### src/rtl/vlx_pkg.sv
package vlx_pkg;

    localparam int REG_W    = 7;
    localparam int OP_W     = 12;
    localparam int NUM_OPND = 3;

    typedef logic [REG_W-1:0] regnum_t;
    typedef logic [OP_W-1:0]  opfield_t;

    typedef struct packed {
        opfield_t op;
        regnum_t  rs1;
        regnum_t  rs2;
        regnum_t  rd;
    } tmpl_t;

    localparam int OPND_RS1 = 2;
    localparam int OPND_RS2 = 1;
    localparam int OPND_RD  = 0;

    function automatic logic [NUM_OPND-1:0][REG_W-1:0] tmpl_operands(input tmpl_t t);
        logic [NUM_OPND-1:0][REG_W-1:0] v;
        v[OPND_RS1] = t.rs1;
        v[OPND_RS2] = t.rs2;
        v[OPND_RD]  = t.rd;
        return v;
    endfunction

endpackage

### src/rtl/vlx_vl_reg.sv
module vlx_vl_reg #(
    parameter int VL_W = 8
) (
    input  logic            clk,
    input  logic            rst,
    input  logic            wr_en,
    input  logic [VL_W-1:0] wr_data,
    output logic [VL_W-1:0] vl
);

    always_ff @(posedge clk) begin
        if (rst) begin
            vl <= '0;
        end else if (wr_en) begin
            vl <= wr_data;
        end
    end

endmodule

### src/rtl/vlx_operand_offset.sv
module vlx_operand_offset #(
    parameter int REG_W = 7,
    parameter int VL_W  = 8,
    parameter int N     = 3
) (
    input  logic [N-1:0][REG_W-1:0] base,
    input  logic [VL_W-1:0]         idx,
    output logic [N-1:0][REG_W-1:0] elem,
    output logic [N-1:0]            ovf
);

    localparam int SUM_W = ((REG_W > VL_W) ? REG_W : VL_W) + 1;
    localparam logic [SUM_W-1:0] REG_MAX = SUM_W'((1 << REG_W) - 1);

    for (genvar g = 0; g < N; g++) begin : g_opnd
        logic [SUM_W-1:0] sum;
        always_comb begin
            sum     = SUM_W'(base[g]) + SUM_W'(idx);
            elem[g] = sum[REG_W-1:0];
            ovf[g]  = (sum > REG_MAX);
        end
    end

endmodule

### src/rtl/vlx_seq_ctrl.sv
module vlx_seq_ctrl
    import vlx_pkg::*;
#(
    parameter int VL_W = 8
) (
    input  logic            clk,
    input  logic            rst,
    input  logic            start,
    input  tmpl_t           tpl_in,
    input  logic [VL_W-1:0] vl,
    input  logic            fire,
    input  logic            abort,
    output logic            active,
    output tmpl_t           tpl,
    output logic [VL_W-1:0] idx,
    output logic            last,
    output logic            multi,
    output logic            done
);

    logic [VL_W-1:0] len;
    logic [VL_W-1:0] eff_len;

    always_comb begin
        eff_len = (vl < VL_W'(2)) ? VL_W'(1) : vl;
        last    = (idx == len - VL_W'(1));
        multi   = (len > VL_W'(1));
    end

    always_ff @(posedge clk) begin
        if (rst) begin
            active <= 1'b0;
            tpl    <= '0;
            idx    <= '0;
            len    <= VL_W'(1);
            done   <= 1'b0;
        end else begin
            done <= fire && last;
            if (start) begin
                active <= 1'b1;
                tpl    <= tpl_in;
                idx    <= '0;
                len    <= eff_len;
            end else if (abort) begin
                active <= 1'b0;
            end else if (fire) begin
                if (last) begin
                    active <= 1'b0;
                end else begin
                    idx <= idx + VL_W'(1);
                end
            end
        end
    end

endmodule

### src/rtl/vl_expander.sv
module vl_expander
    import vlx_pkg::*;
#(
    parameter int VL_W = 8
) (
    input  logic                 clk,
    input  logic                 rst,
    input  logic                 vl_wr_en,
    input  logic [VL_W-1:0]      vl_wr_data,
    input  logic                 in_valid,
    output logic                 in_ready,
    input  logic [OP_W-1:0]      in_op,
    input  logic [REG_W-1:0]     in_rs1,
    input  logic [REG_W-1:0]     in_rs2,
    input  logic [REG_W-1:0]     in_rd,
    output logic                 out_valid,
    input  logic                 out_ready,
    output logic [OP_W-1:0]      out_op,
    output logic [REG_W-1:0]     out_rs1,
    output logic [REG_W-1:0]     out_rs2,
    output logic [REG_W-1:0]     out_rd,
    output logic [VL_W-1:0]      out_idx,
    output logic                 fetch_stall,
    output logic                 seq_done,
    output logic                 seq_err
);

    logic                           active;
    logic                           last;
    logic                           multi;
    logic                           fire;
    logic                           accept;
    logic                           ovf_any;
    logic [VL_W-1:0]                vl_cur;
    logic [VL_W-1:0]                idx;
    tmpl_t                          tpl_in;
    tmpl_t                          tpl;
    logic [NUM_OPND-1:0][REG_W-1:0] elem;
    logic [NUM_OPND-1:0]            ovf;

    vlx_vl_reg #(.VL_W(VL_W)) u_vl (
        .clk     (clk),
        .rst     (rst),
        .wr_en   (vl_wr_en),
        .wr_data (vl_wr_data),
        .vl      (vl_cur)
    );

    always_comb begin
        tpl_in.op  = in_op;
        tpl_in.rs1 = in_rs1;
        tpl_in.rs2 = in_rs2;
        tpl_in.rd  = in_rd;
    end

    vlx_seq_ctrl #(.VL_W(VL_W)) u_ctrl (
        .clk    (clk),
        .rst    (rst),
        .start  (accept),
        .tpl_in (tpl_in),
        .vl     (vl_cur),
        .fire   (fire),
        .abort  (ovf_any),
        .active (active),
        .tpl    (tpl),
        .idx    (idx),
        .last   (last),
        .multi  (multi),
        .done   (seq_done)
    );

    vlx_operand_offset #(.REG_W(REG_W), .VL_W(VL_W), .N(NUM_OPND)) u_off (
        .base (tmpl_operands(tpl)),
        .idx  (idx),
        .elem (elem),
        .ovf  (ovf)
    );

    always_comb begin
        ovf_any     = active && (|ovf);
        out_valid   = active && !ovf_any;
        fire        = out_valid && out_ready;
        in_ready    = !active || (fire && last);
        accept      = in_valid && in_ready;
        fetch_stall = active && multi;
        seq_err     = ovf_any;
        out_op      = tpl.op;
        out_rs1     = elem[OPND_RS1];
        out_rs2     = elem[OPND_RS2];
        out_rd      = elem[OPND_RD];
        out_idx     = idx;
    end

endmodule

### config.mk
export PLATFORM = sky130hd
export DESIGN_NAME = vl_expander
export DESIGN_NICKNAME = d
export VERILOG_FILES = /design/src/rtl/vlx_pkg.sv /design/src/rtl/vlx_vl_reg.sv /design/src/rtl/vlx_operand_offset.sv /design/src/rtl/vlx_seq_ctrl.sv /design/src/rtl/vl_expander.sv
export SDC_FILE = /design/constraint.sdc
export NUM_CORES = 1
export LEC_CHECK = 0
export CAP_MARGIN = 15
export CORE_MARGIN = 1.5
export CORE_UTILIZATION = 40
export DETAILED_ROUTE_END_ITERATION = 8
export MAX_ROUTING_LAYER = met4
export PLACE_DENSITY = 0.66
export SKIP_LAST_GASP = 1
export SLEW_MARGIN = 25
export SYNTH_ARGS = -nofsm -noshare
export SYNTH_HDL_FRONTEND = slang
export SYNTH_SLANG_ARGS = --single-unit
### constraint.sdc
create_clock -name clk -period 2.55 [get_ports clk]
set_clock_uncertainty 0.05 [all_clocks]
set_input_delay 0.255 -clock clk [delete_from_list [all_inputs] [get_ports clk]]
set_output_delay 0.255 -clock clk [all_outputs]
set_load 0.01 [all_outputs]
---- Word-level counts from Yosys, hierarchy flattened ----
Cells that the tools add are included.
storage, ports and cells
  register bits ........................... 59
  input bits .............................. 46
  output and inout bits ................... 46
  word-level logic and storage cells ...... 42
operators by class
  $add $sub $neg .......................... 5
  order comparisons ....................... 5
  equality and inequality tests ........... 1
  muxes and demuxes ....................... 5
  bitwise gates (word level) .............. 2
  reductions and logical operators ........ 15
operators by type and width
  kind                                                         number
  adder 7 x 8 -> 9 bit                                         3
  > comparator 9 x 7 -> 1 bit (second input constant)          3
  adder 8 x 1 -> 8 bit (second input constant)                 1
  == test 8 bit                                                1
  > comparator 8 x 1 -> 1 bit (second input constant)          1
  less-than comparator 8 x 2 -> 1 bit (second input constant)  1
  two-way mux 8 bit                                            1
  subtractor 8 x 1 -> 8 bit (second input constant)            1
  logical AND 1 bit                                            6
  nonzero test 3 bit                                           2
  two-way mux 1 bit                                            4
  AND reduction 3 bit                                          1
  OR reduction 3 bit                                           1
  zero test 1 bit                                              2
  NOT 1 bit                                                    2
  AND reduction 2 bit                                          1
  OR reduction 2 bit                                           1
  logical OR 1 bit                                             1

---- Depth between registers and ports, before layout ----
Gate-level depths: netlist (run 1).
  depth after elaboration ................. 12
  depth in mapped cells ................... 11
  gate-level depth less buffers ........... 10

---- Modules after synthesis ----
A second synthesis (run 1) with hierarchy kept.
second synthesis, totals
  cells, all modules ...................... 371
  area total of the unflattened synthesis .. 3,367.0 um2
by module, submodules not included
  module              times used  cells an instance  area each (um2)  sequential area each (um2)
  vlx_seq_ctrl        1           232                2,208.4          1,021.0
  vlx_operand_offset  1           102                805.8            0.0
  vlx_vl_reg          1           26                 285.3            160.2
  vl_expander         1           11                 67.6             0.0

---- Least setup slack after synthesis (run 1) ----
OpenSTA, ideal clock, no wires.
  kind .................................... register -> register
  start ................................... register u_ctrl.idx[0]
  end ..................................... register u_ctrl.idx[1]
  library setup time ...................... 0.071 ns
  arrival ................................. 2.699 ns
  data required time ...................... 2.429 ns
  path slack .............................. -0.270 ns
  stages on the path, launching flop included .. 10
  path buffers ............................ 0
  period minus slack after synthesis ...... 2.820 ns
  cell sequence ........................... dfxtp_1 ha_1 fa_1 a21o_1 a31oi_1 nand3_1 nor4_1 a22oi_1 or4b_2 a21oi_1
on the way
  longest elaborated chain between the ends .. 11
  elaborated cells between the ends (all ways) .. 20
  those cells by class .................... 4 x add/sub; 3 x order compare; 1 x eq/ne; 2 x bitwise; 10 x reduce/logical
ends and longest elaborated chain
  element                       RTL line                  text
  from (decl)                   vlx_seq_ctrl.sv:15        output logic [VL_W-1:0] idx,
  from (signal assigned)        vlx_seq_ctrl.sv:50        idx <= idx + VL_W'(1);
  adder 7 x 8 -> 9 bit          vlx_operand_offset.sv:18  sum = SUM_W'(base[g]) + SUM_W'(idx);
  > comparator 9 x 7 -> 1 bit   vlx_operand_offset.sv:20  ovf[g] = (sum > REG_MAX);
  OR reduction 3 bit            vl_expander.sv:80         ovf_any = active && (|ovf);
  logical AND 1 bit             vl_expander.sv:80
  zero test 1 bit               vl_expander.sv:81         out_valid = active && !ovf_any;
  logical AND 1 bit             vl_expander.sv:81
  logical AND 1 bit             vl_expander.sv:82         fire = out_valid && out_ready;
  logical AND 1 bit             vl_expander.sv:83         in_ready = !active || (fire && last);
  logical OR 1 bit              vl_expander.sv:83
  logical AND 1 bit             vl_expander.sv:84         accept = in_valid && in_ready;
  OR reduction 2 bit (no line)  -
Parallel ways exist; a longest one is shown, timed or not.
A chain may end at the register's enable or synchronous reset.

---- Final worst setup path (run 1) ----
  start ................................... register u_ctrl.idx[0]
  end ..................................... register u_ctrl.tpl[17] (netlist name)
on the way
  longest elaborated chain between the ends .. 10
  elaborated cells between the ends (all ways) .. 15
  those cells by class .................... 3 x add/sub; 3 x order compare; 1 x eq/ne; 8 x reduce/logical
ends and longest elaborated chain
  element                      RTL line
  adder 7 x 8 -> 9 bit         vlx_operand_offset.sv:18
  > comparator 9 x 7 -> 1 bit  vlx_operand_offset.sv:20
  OR reduction 3 bit           vl_expander.sv:80
  logical AND 1 bit            vl_expander.sv:80
  zero test 1 bit              vl_expander.sv:81
  logical AND 1 bit            vl_expander.sv:81
  logical AND 1 bit            vl_expander.sv:82
  logical AND 1 bit *          vl_expander.sv:83
  logical OR 1 bit *           vl_expander.sv:83
  logical AND 1 bit *          vl_expander.sv:84
Mark *: on every way between the ends. The rest lies on a longest branch, timed or not.

==> results.txt, run 1 <==
XOR/XNOR Fraction of Synth Area = 0.0473
final hold viol count = 0
Post-Syn Area = 0.00371 mm^2
Worst-Margin Slew = 0.470 ns
Bufs on Longest Clock Path = 2
R2R Path End = u_ctrl.tpl[17]$_SDFFE_PP0P_
Slew headroom = 0.686
met2 GRT Util = 0.371
drt via density = 5.26
first-pass GRT wire length = 17000 um
critical path peak fanout = 5
required time worst endpoint = 2.77 ns
unrepaired setup endpoints after global routing = true
CTS clk-pin slew, worst paths = 0.08 ns
worst reg2reg startpoint = u_ctrl.idx[0]$_SDFFE_PP0P_
Root Driver = clkbuf_8
Fmax achieved = 353 MHz
crit path to = u_ctrl.tpl[17]$_SDFFE_PP0P_
FF-to-FF path depth = 13
most used cell, CP = buf_6
Die X-Extent = 99.3 um
DRC violation count after routing = 0
Synth Area in Compound Gates = 0.126
Die Area = 0.00985 mm^2
number of max-cap violations = 0
final instance area = 0.00582 mm^2
outcome = finished, violations left
initial antenna violation count = 0
CTS buffer count = 9
Final Setup Violations = 53
slowest CP cell = dfxtp_4
Synth Area in Adders = 0.0972
Final nets = 664
area delta synth->final = 57.1%
footprint of the multi-input gates = 0.00256 mm^2
register area = 0.00120 mm^2
half-perimeter wire length after placement = 7540 um
failing checks = negative setup slack
Routed Antenna Nets = 0
P per Cell Area = 516 mW/mm^2
Worst path max stage delay = 0.38 ns
GRT Total Usage = 0.225
total number of vias = 3703
commonest non-fill, non-tap cell in the layout = nand2_1
hold_ws = 0.404 ns
FP Rows = 34
die height = 99.3 um
Buffers on Ports = 91
Distinct cells, synth = 55
core area = 0.00885 mm^2
sequential-to-total area share from yosys stat = 0.319
layout cells sized above 1 = 0.290
launch point of the worst path = u_ctrl.idx[0]$_SDFFE_PP0P_
setup_tns = -12.53 ns
final WL = 11500 um
Initial Utilization = 0.419
average wire per standard cell = 16.3 um
Setup crit start kind = flop
Avg Inst Size Synth = 8.56 um^2
Data arrival, critical path = 3.05 ns
number of I/O pins = 92
CTS tree = built
Synth Flop Type = dfxtp_1
M1 GR Usage = 0.279
final max-slew violation count = 0
min Tclk post-route = 2.83 ns
Mapped Nets = 506
Post-synth EDFFs = 0
Async SR Flop Fraction = 0
cells after synthesis = 433
initial drt markers = 138
Seq cells post-synth = 59
clk sinks = 59
Yosys top cell area share = 0.319
Leakage = 2.57 nW
Worst R2R Setup Slack = -0.28 ns
fin worst setup slack = -0.285 ns
Ys Warns = 0
largest family of logic cells by synthesized area = simple AND/OR/NAND/NOR gates
period utilisation layout = 1.11
post-synthesis mux area share = 0.132
crit path kind = reg2reg
gr busiest metal = met2
Synth area leader = dfxtp_1
largest cells by area after synthesis = dfxtp_1, mux2i_1, nand2_1
H-tree levels = 3
placed instance area = 0.00509 mm^2
vias in the first global route = 3558
VDD IR max = 0.408 mV
clk_lat worst skew = 0.35 ns
gpl congestion = 0.880
most frequent cells in the layout = nand2_1, clkdlybuf4s50_1, buf_4, dfxtp_1, mux2i_1
GR Overflow Total = 0
met3 Usage GRT = 0.0485
Hold Crit Class = in2reg
Setup crit end kind = flop
Ant. Diodes = 0
post-synthesis simple-gate area fraction = 0.208
pin count of the biggest net entering global routing = 47
Fillers = 725
CP cell instances = ha_4 -> fa_2 -> a21o_1 -> a31oi_4 -> nand3_2 -> nor4_4 -> buf_4 -> a21oi_4 -> buf_6 -> o21ai_4 -> buf_6 -> buf_12 -> mux2i_1
Pre-antenna DRT Iters = 4
cell type report:
cell class                 count  area share
multi-input combinational    331       0.440
inverter                      11     0.00709
clock buffer                   9      0.0213
tap                          108      0.0232
clock inverter                 7      0.0131
sequential                    59       0.206
timing repair buffer         179       0.289
cell usage after synthesis (2+ instances only):
master    number
fa_1           3
nor3_1         7
o21a_1         2
clkbuf_1      12
a21oi_1       21
nand4_1        5
and3_1         2
nor2b_1        4
xnor2_1       12
ha_1          24
nand3_1        5
nand3b_1       2
o21ai_0       13
mux2i_1       49
nand2_1       90
buf_4         13
nor2_1        25
o31ai_1       10
buf_8          4
nand2b_1       3
a211oi_1       5
a21o_1         3
and2_1         3
dfxtp_1       59
a21boi_0       2
or4_1          6
xor2_1         8
nor4_1         4
inv_1         10
a31o_2         2
critical path: cells and delay by family (launching register included):
| kind | cells | cell delay (ns) |
|---|---|---|
| multiplexers | 1 | 0.20 |
| buffers and inverters | 4 | 0.63 |
| flip-flops | 1 | 0.38 |
| adder cells (fa/ha/maj) | 2 | 0.51 |
| AND/OR/NAND/NOR | 2 | 0.37 |
| AO/OA/AOI/OAI | 4 | 0.63 |
worst min path at each step:
stage	from	end	slack, ns	depth (start not counted)
global placement	u_ctrl.tpl[21]$_SDFFE_PP0P_	u_ctrl.tpl[21]$_SDFFE_PP0P_	0.39	2
finish	in_op[0]	u_ctrl.tpl[21]$_SDFFE_PP0P_	0.40	3
floorplan	in_op[0]	u_ctrl.tpl[21]$_SDFFE_PP0P_	0.35	2
CTS	in_op[0]	u_ctrl.tpl[21]$_SDFFE_PP0P_	0.40	3
detailed placement	u_ctrl.tpl[22]$_SDFFE_PP0P_	u_ctrl.tpl[22]$_SDFFE_PP0P_	0.40	2
global route	in_op[11]	u_ctrl.tpl[32]$_SDFFE_PP0P_	0.41	3
logic make-up after synthesis:
group,after synthesis
adder cells (fa/ha/maj),27
multiplexers,49
buffers and inverters,43
XOR/XNOR,20
AND/OR/NAND/NOR,165
AO/OA/AOI/OAI,70
flip-flops,59
registers in the layout (all words and copies together), names as in the netlist:
signal and flops:
u_ctrl.len 8, u_ctrl.active 1, u_ctrl.tpl 33, u_vl.vl 8, u_ctrl.idx 8, u_ctrl.done 1
layer usage:
| metal | up-vias | share of wire |
|---|---|---|
| met2 | 116 | 0.49 |
| met1 | 1737 | 0.44 |
| met4 | 0 | 0.019 |
| li1 | 1831 | - |
| met3 | 19 | 0.052 |
| met5 | - | 0 |
through the flow:
stage / cells / utilization / setup slack (ns) / total power (W)
finish: 704 / 0.658 / -0.285 / 0.00300
detailed placement: 664 / 0.576 / -0.470 / 0.00195
global placement: 664 / 0.576 / -0.350 / 0.00193
floorplan: 433 / - / -0.0477 / 0.00158
global route: 704 / 0.658 / -0.367 / 0.00315
CTS: 695 / 0.629 / -0.309 / 0.00293
timing repair:
item	4_1_cts	5_1_grt
setup endpoints to repair	65	62
pin swaps	28	23
gates cloned	3	3
hold buffers	0	0
buffers inserted	12	7
endpoints found under the hold margin	0	0
resized for setup	66	40
where the power goes:
part	internal, W	switching, W	leakage [nW]	total (W)
clock	0.000458	0.000433	0.0962	0.000891
combinational	0.000572	0.000477	1.98	0.00105
sequential	0.00100	0.0000627	0.489	0.00106
No activity file was read; power rests on OpenSTA's default activity.
==> inputs of run 2 (changes only) <==
--- a/config.mk
+++ b/config.mk
@@ -5,12 +5,13 @@
 export SDC_FILE = /design/constraint.sdc
 export NUM_CORES = 1
 export LEC_CHECK = 0
+export ABC_AREA = 1
 export CAP_MARGIN = 15
-export CORE_MARGIN = 1.5
+export CORE_ASPECT_RATIO = 1.5
 export CORE_UTILIZATION = 40
 export DETAILED_ROUTE_END_ITERATION = 8
 export MAX_ROUTING_LAYER = met4
-export PLACE_DENSITY = 0.66
+export PLACE_DENSITY = 0.65
 export SKIP_LAST_GASP = 1
 export SLEW_MARGIN = 25
 export SYNTH_ARGS = -nofsm -noshare
==> run 2 against run 1 <==
Effect of this change:
- the flow still finishes with violations (negative setup slack)
- final cell count rose by 20%
- core utilization fell by 2.2 points
- fmax rose by 11%
- sequential power barely moved
- non-clock buffer count fell by 12
- power rose by 2.7%
- first-iteration DRC count fell by 8.0%
- via count rose by 11%
- sequential share of layout area fell by 1.1 points
- global-route usage fell by 0.97 points
- hold slack got worse by 0.20 ns
- register-to-register slack improved by 0.30 ns
- critical endpoint is now in_ready
- largest power group is now the clock network
==> results.txt, run 2 <==
outcome = finished, violations left
failing checks = negative setup slack
Worst path max stage delay = 0.36 ns (-0.02 ns)
DRC violation count after routing = 0 (unchanged)
final WL = 11300 um (-1.5%)
half-perimeter wire length after placement = 7500 um (-0.45%)
die height = 124 um (+25%)
Ys Warns = 0 (unchanged)
number of I/O pins = 92 (unchanged)
drt via density = 4.88 (-7.3%)
Synth top cells by count = nand2_1, inv_1, nor2_1
Async SR Flop Fraction = 0 (unchanged)
Final Util = 0.636 (-0.0218)
CTS buffer count = 9 (unchanged)
Die X-Extent = 83.3 um (-16%)
most frequent cells in the layout = nand2_1, inv_1, nor2_1, clkdlybuf4s50_1, a21oi_1
Buffers on Ports = 91 (unchanged)
Final nets = 800 (+20%)
Fmax achieved = 392 MHz (+11%)
Leakage = 2.99 nW (+16%)
Pre-antenna DRT Iters = 4 (unchanged)
Final Setup Violations = 1 (-98%)
Distinct cells, synth = 31 (-44%)
sequential-to-total area share from yosys stat = 0.298 (-0.0211)
Routed Antenna Nets = 0 (unchanged)
Setup crit start kind = flop
Worst-Margin Slew = 0.458 ns (-0.0118 ns)
final instance area = 0.00613 mm^2 (+5.3%)
core area = 0.00963 mm^2 (+8.9%)
first-pass GRT wire length = 17100 um (+0.53%)
layout cells sized above 1 = 0.205 (-0.0851)
cells after synthesis = 587 (+36%)
CP cell instances = buf_6 -> ha_4 -> fa_2 -> nand3_2 -> nand3_2 -> nand4_1 -> nand2_2 -> nor2_4 -> nand4_4 -> o21bai_4 -> buf_6
min Tclk post-route = 2.55 ns (-0.280 ns)
Initial Utilization = 0.412 (-0.00689)
Post-Place Setup Slack = -0.198 ns (+0.272 ns)
Slew headroom = 0.695 (+0.00881)
Mapped Nets = 660 (+30%)
slowest CP cell = dfxtp_4
initial drt markers = 127 (-8.0%)
Synth Flop Type = dfxtp_1
Hold Crit Class = in2reg
Post-Syn Area = 0.00397 mm^2 (+7.1%)
area delta synth->final = 54.4%
initial antenna violation count = 0 (unchanged)
FP Rows = 44 (+29%)
average wire per standard cell = 13.4 um (-18%)
Yosys top cell area share = 0.298 (-0.0211)
Ant. Diodes = 0 (unchanged)
Reg with most FFs = u_ctrl.tpl
gpl congestion = 0.880 (about the same)
unrepaired setup endpoints after global routing = true
final max-slew violation count = 0 (unchanged)
Post-synth EDFFs = 0 (unchanged)
clk sinks = 59 (unchanged)
pin count of the biggest net entering global routing = 45 (-4.3%)
number of max-cap violations = 0 (unchanged)
P per Cell Area = 503 mW/mm^2 (-2.4%)
clk_lat worst skew = 0.34 ns (about the same)
total number of vias = 4125 (+11%)
Setup crit end kind = output pin
WHS Path Cells = 3 (unchanged)
GR Overflow Total = 0 (unchanged)
fin worst setup slack = -0.00419 ns (+0.280 ns)
max reg flops = 33 (unchanged)
Avg Inst Size Synth = 6.76 um^2 (-21%)
commonest non-fill, non-tap cell in the layout = nand2_1
Fillers = 844 (+16%)
largest cells by area after synthesis = dfxtp_1, nand2_1, a21oi_1
H-tree levels = 3 (unchanged)
placed instance area = 0.00526 mm^2 (+3.2%)
vias in the first global route = 3771 (+6.0%)
GRT Total Usage = 0.215 (-0.00968)
Die Area = 0.0103 mm^2 (+4.9%)
count leader, synth = nand2_1
FF-to-FF path depth = 16 (+3)
critical path peak fanout = 3 (-2)
Bufs on Longest Clock Path = 2 (unchanged)
period utilisation layout = 1.00 (-0.110)
final hold viol count = 0 (unchanged)
crit path kind = reg2out
Synth area leader = dfxtp_1
Root Driver = clkbuf_16
CTS clk-pin slew, worst paths = 0.05 ns (-0.03 ns)
Data arrival, critical path = 2.25 ns (-0.80 ns)
Seq cells post-synth = 59 (unchanged)
required time worst endpoint = 2.25 ns (-0.52 ns)
CTS tree = built
VDD IR max = 0.351 mV (-14%)
[run 2: power breakdown]
group	total (W)	internal (W)	switching, W
Combinational	0.000773	0.000417	0.000356
Sequential	0.00104	0.000991	0.0000541
Clock	0.00127	0.000846	0.000419
Total	0.00308	0.00225	0.000829
[run 2: worst paths after layout]
kind	to	slack, ns	start
min	u_ctrl.tpl[28]$_SDFFE_PP0P_	0.20	in_valid
min reg2reg	u_vl.vl[0]$_SDFFE_PP0P_	0.42	u_vl.vl[0]$_SDFFE_PP0P_
max reg2reg	u_ctrl.tpl[2]$_SDFFE_PP0P_	0.02	u_ctrl.idx[0]$_SDFFE_PP0P_
max	in_ready	-0.004	u_ctrl.idx[0]$_SDFFE_PP0P_
[run 2: timing repair]
item,in CTS,in global routing
buffers inserted,4,5
gates cloned,1,6
endpoints found under the setup margin,47,60
pin swaps,10,10
gates resized for setup,61,34
hold buffers,0,0
[run 2: critical path: cells and delay by family (launching register included)]
kind / cells / cell delay [ns]
and+or+nand+nor: 6 / 0.59
AOI/OAI and AO/OA: 1 / 0.20
buffers and inverters: 2 / 0.26
adders and majority gates: 2 / 0.50
DFF: 1 / 0.36
[run 2: layer usage]
| metal | vias up | part of all wire | track usage |
|---|---|---|---|
| met5 | - | 0 | - |
| met3 | 31 | 0.042 | 0.0325 |
| met4 | 0 | 0.037 | 0.120 |
| li1 | 2137 | - | - |
| met1 | 1847 | 0.39 | 0.235 |
| met2 | 110 | 0.53 | 0.378 |
[run 2: final cells by class]
type	count	area, um^2	share of cell area
Multi-Input combinational cell	404	2490	0.407
Timing Repair Buffer	167	1670	0.272
Sequential cell	59	1190	0.195
Inverter	86	323	0.0527
Clock buffer	10	229	0.0374
Tap cell	115	144	0.0235
Clock inverter	5	78.8	0.0129
[run 2: stage by stage]
step | TNS (ns) | cells | hold slack (ns) | total power [W]
after floorplan | 0 | 587 | 0.274 | 0.00145
after global placement | -1.92 | 815 | 0.397 | 0.00171
after detailed placement | -3.80 | 815 | 0.419 | 0.00172
after CTS | -0.0738 | 835 | 0.187 | 0.00302
after global routing | -3.66 | 846 | 0.237 | 0.00322
final | -0.00419 | 846 | 0.204 | 0.00308
[run 2: logic make-up after synthesis]
family          Yosys count  synth area share
xor+xnor                 32            0.0706
fa+ha+maj                27            0.0908
compound gates           82             0.107
flops                    59             0.298
buf+inv                 124             0.146
simple gates            263             0.288
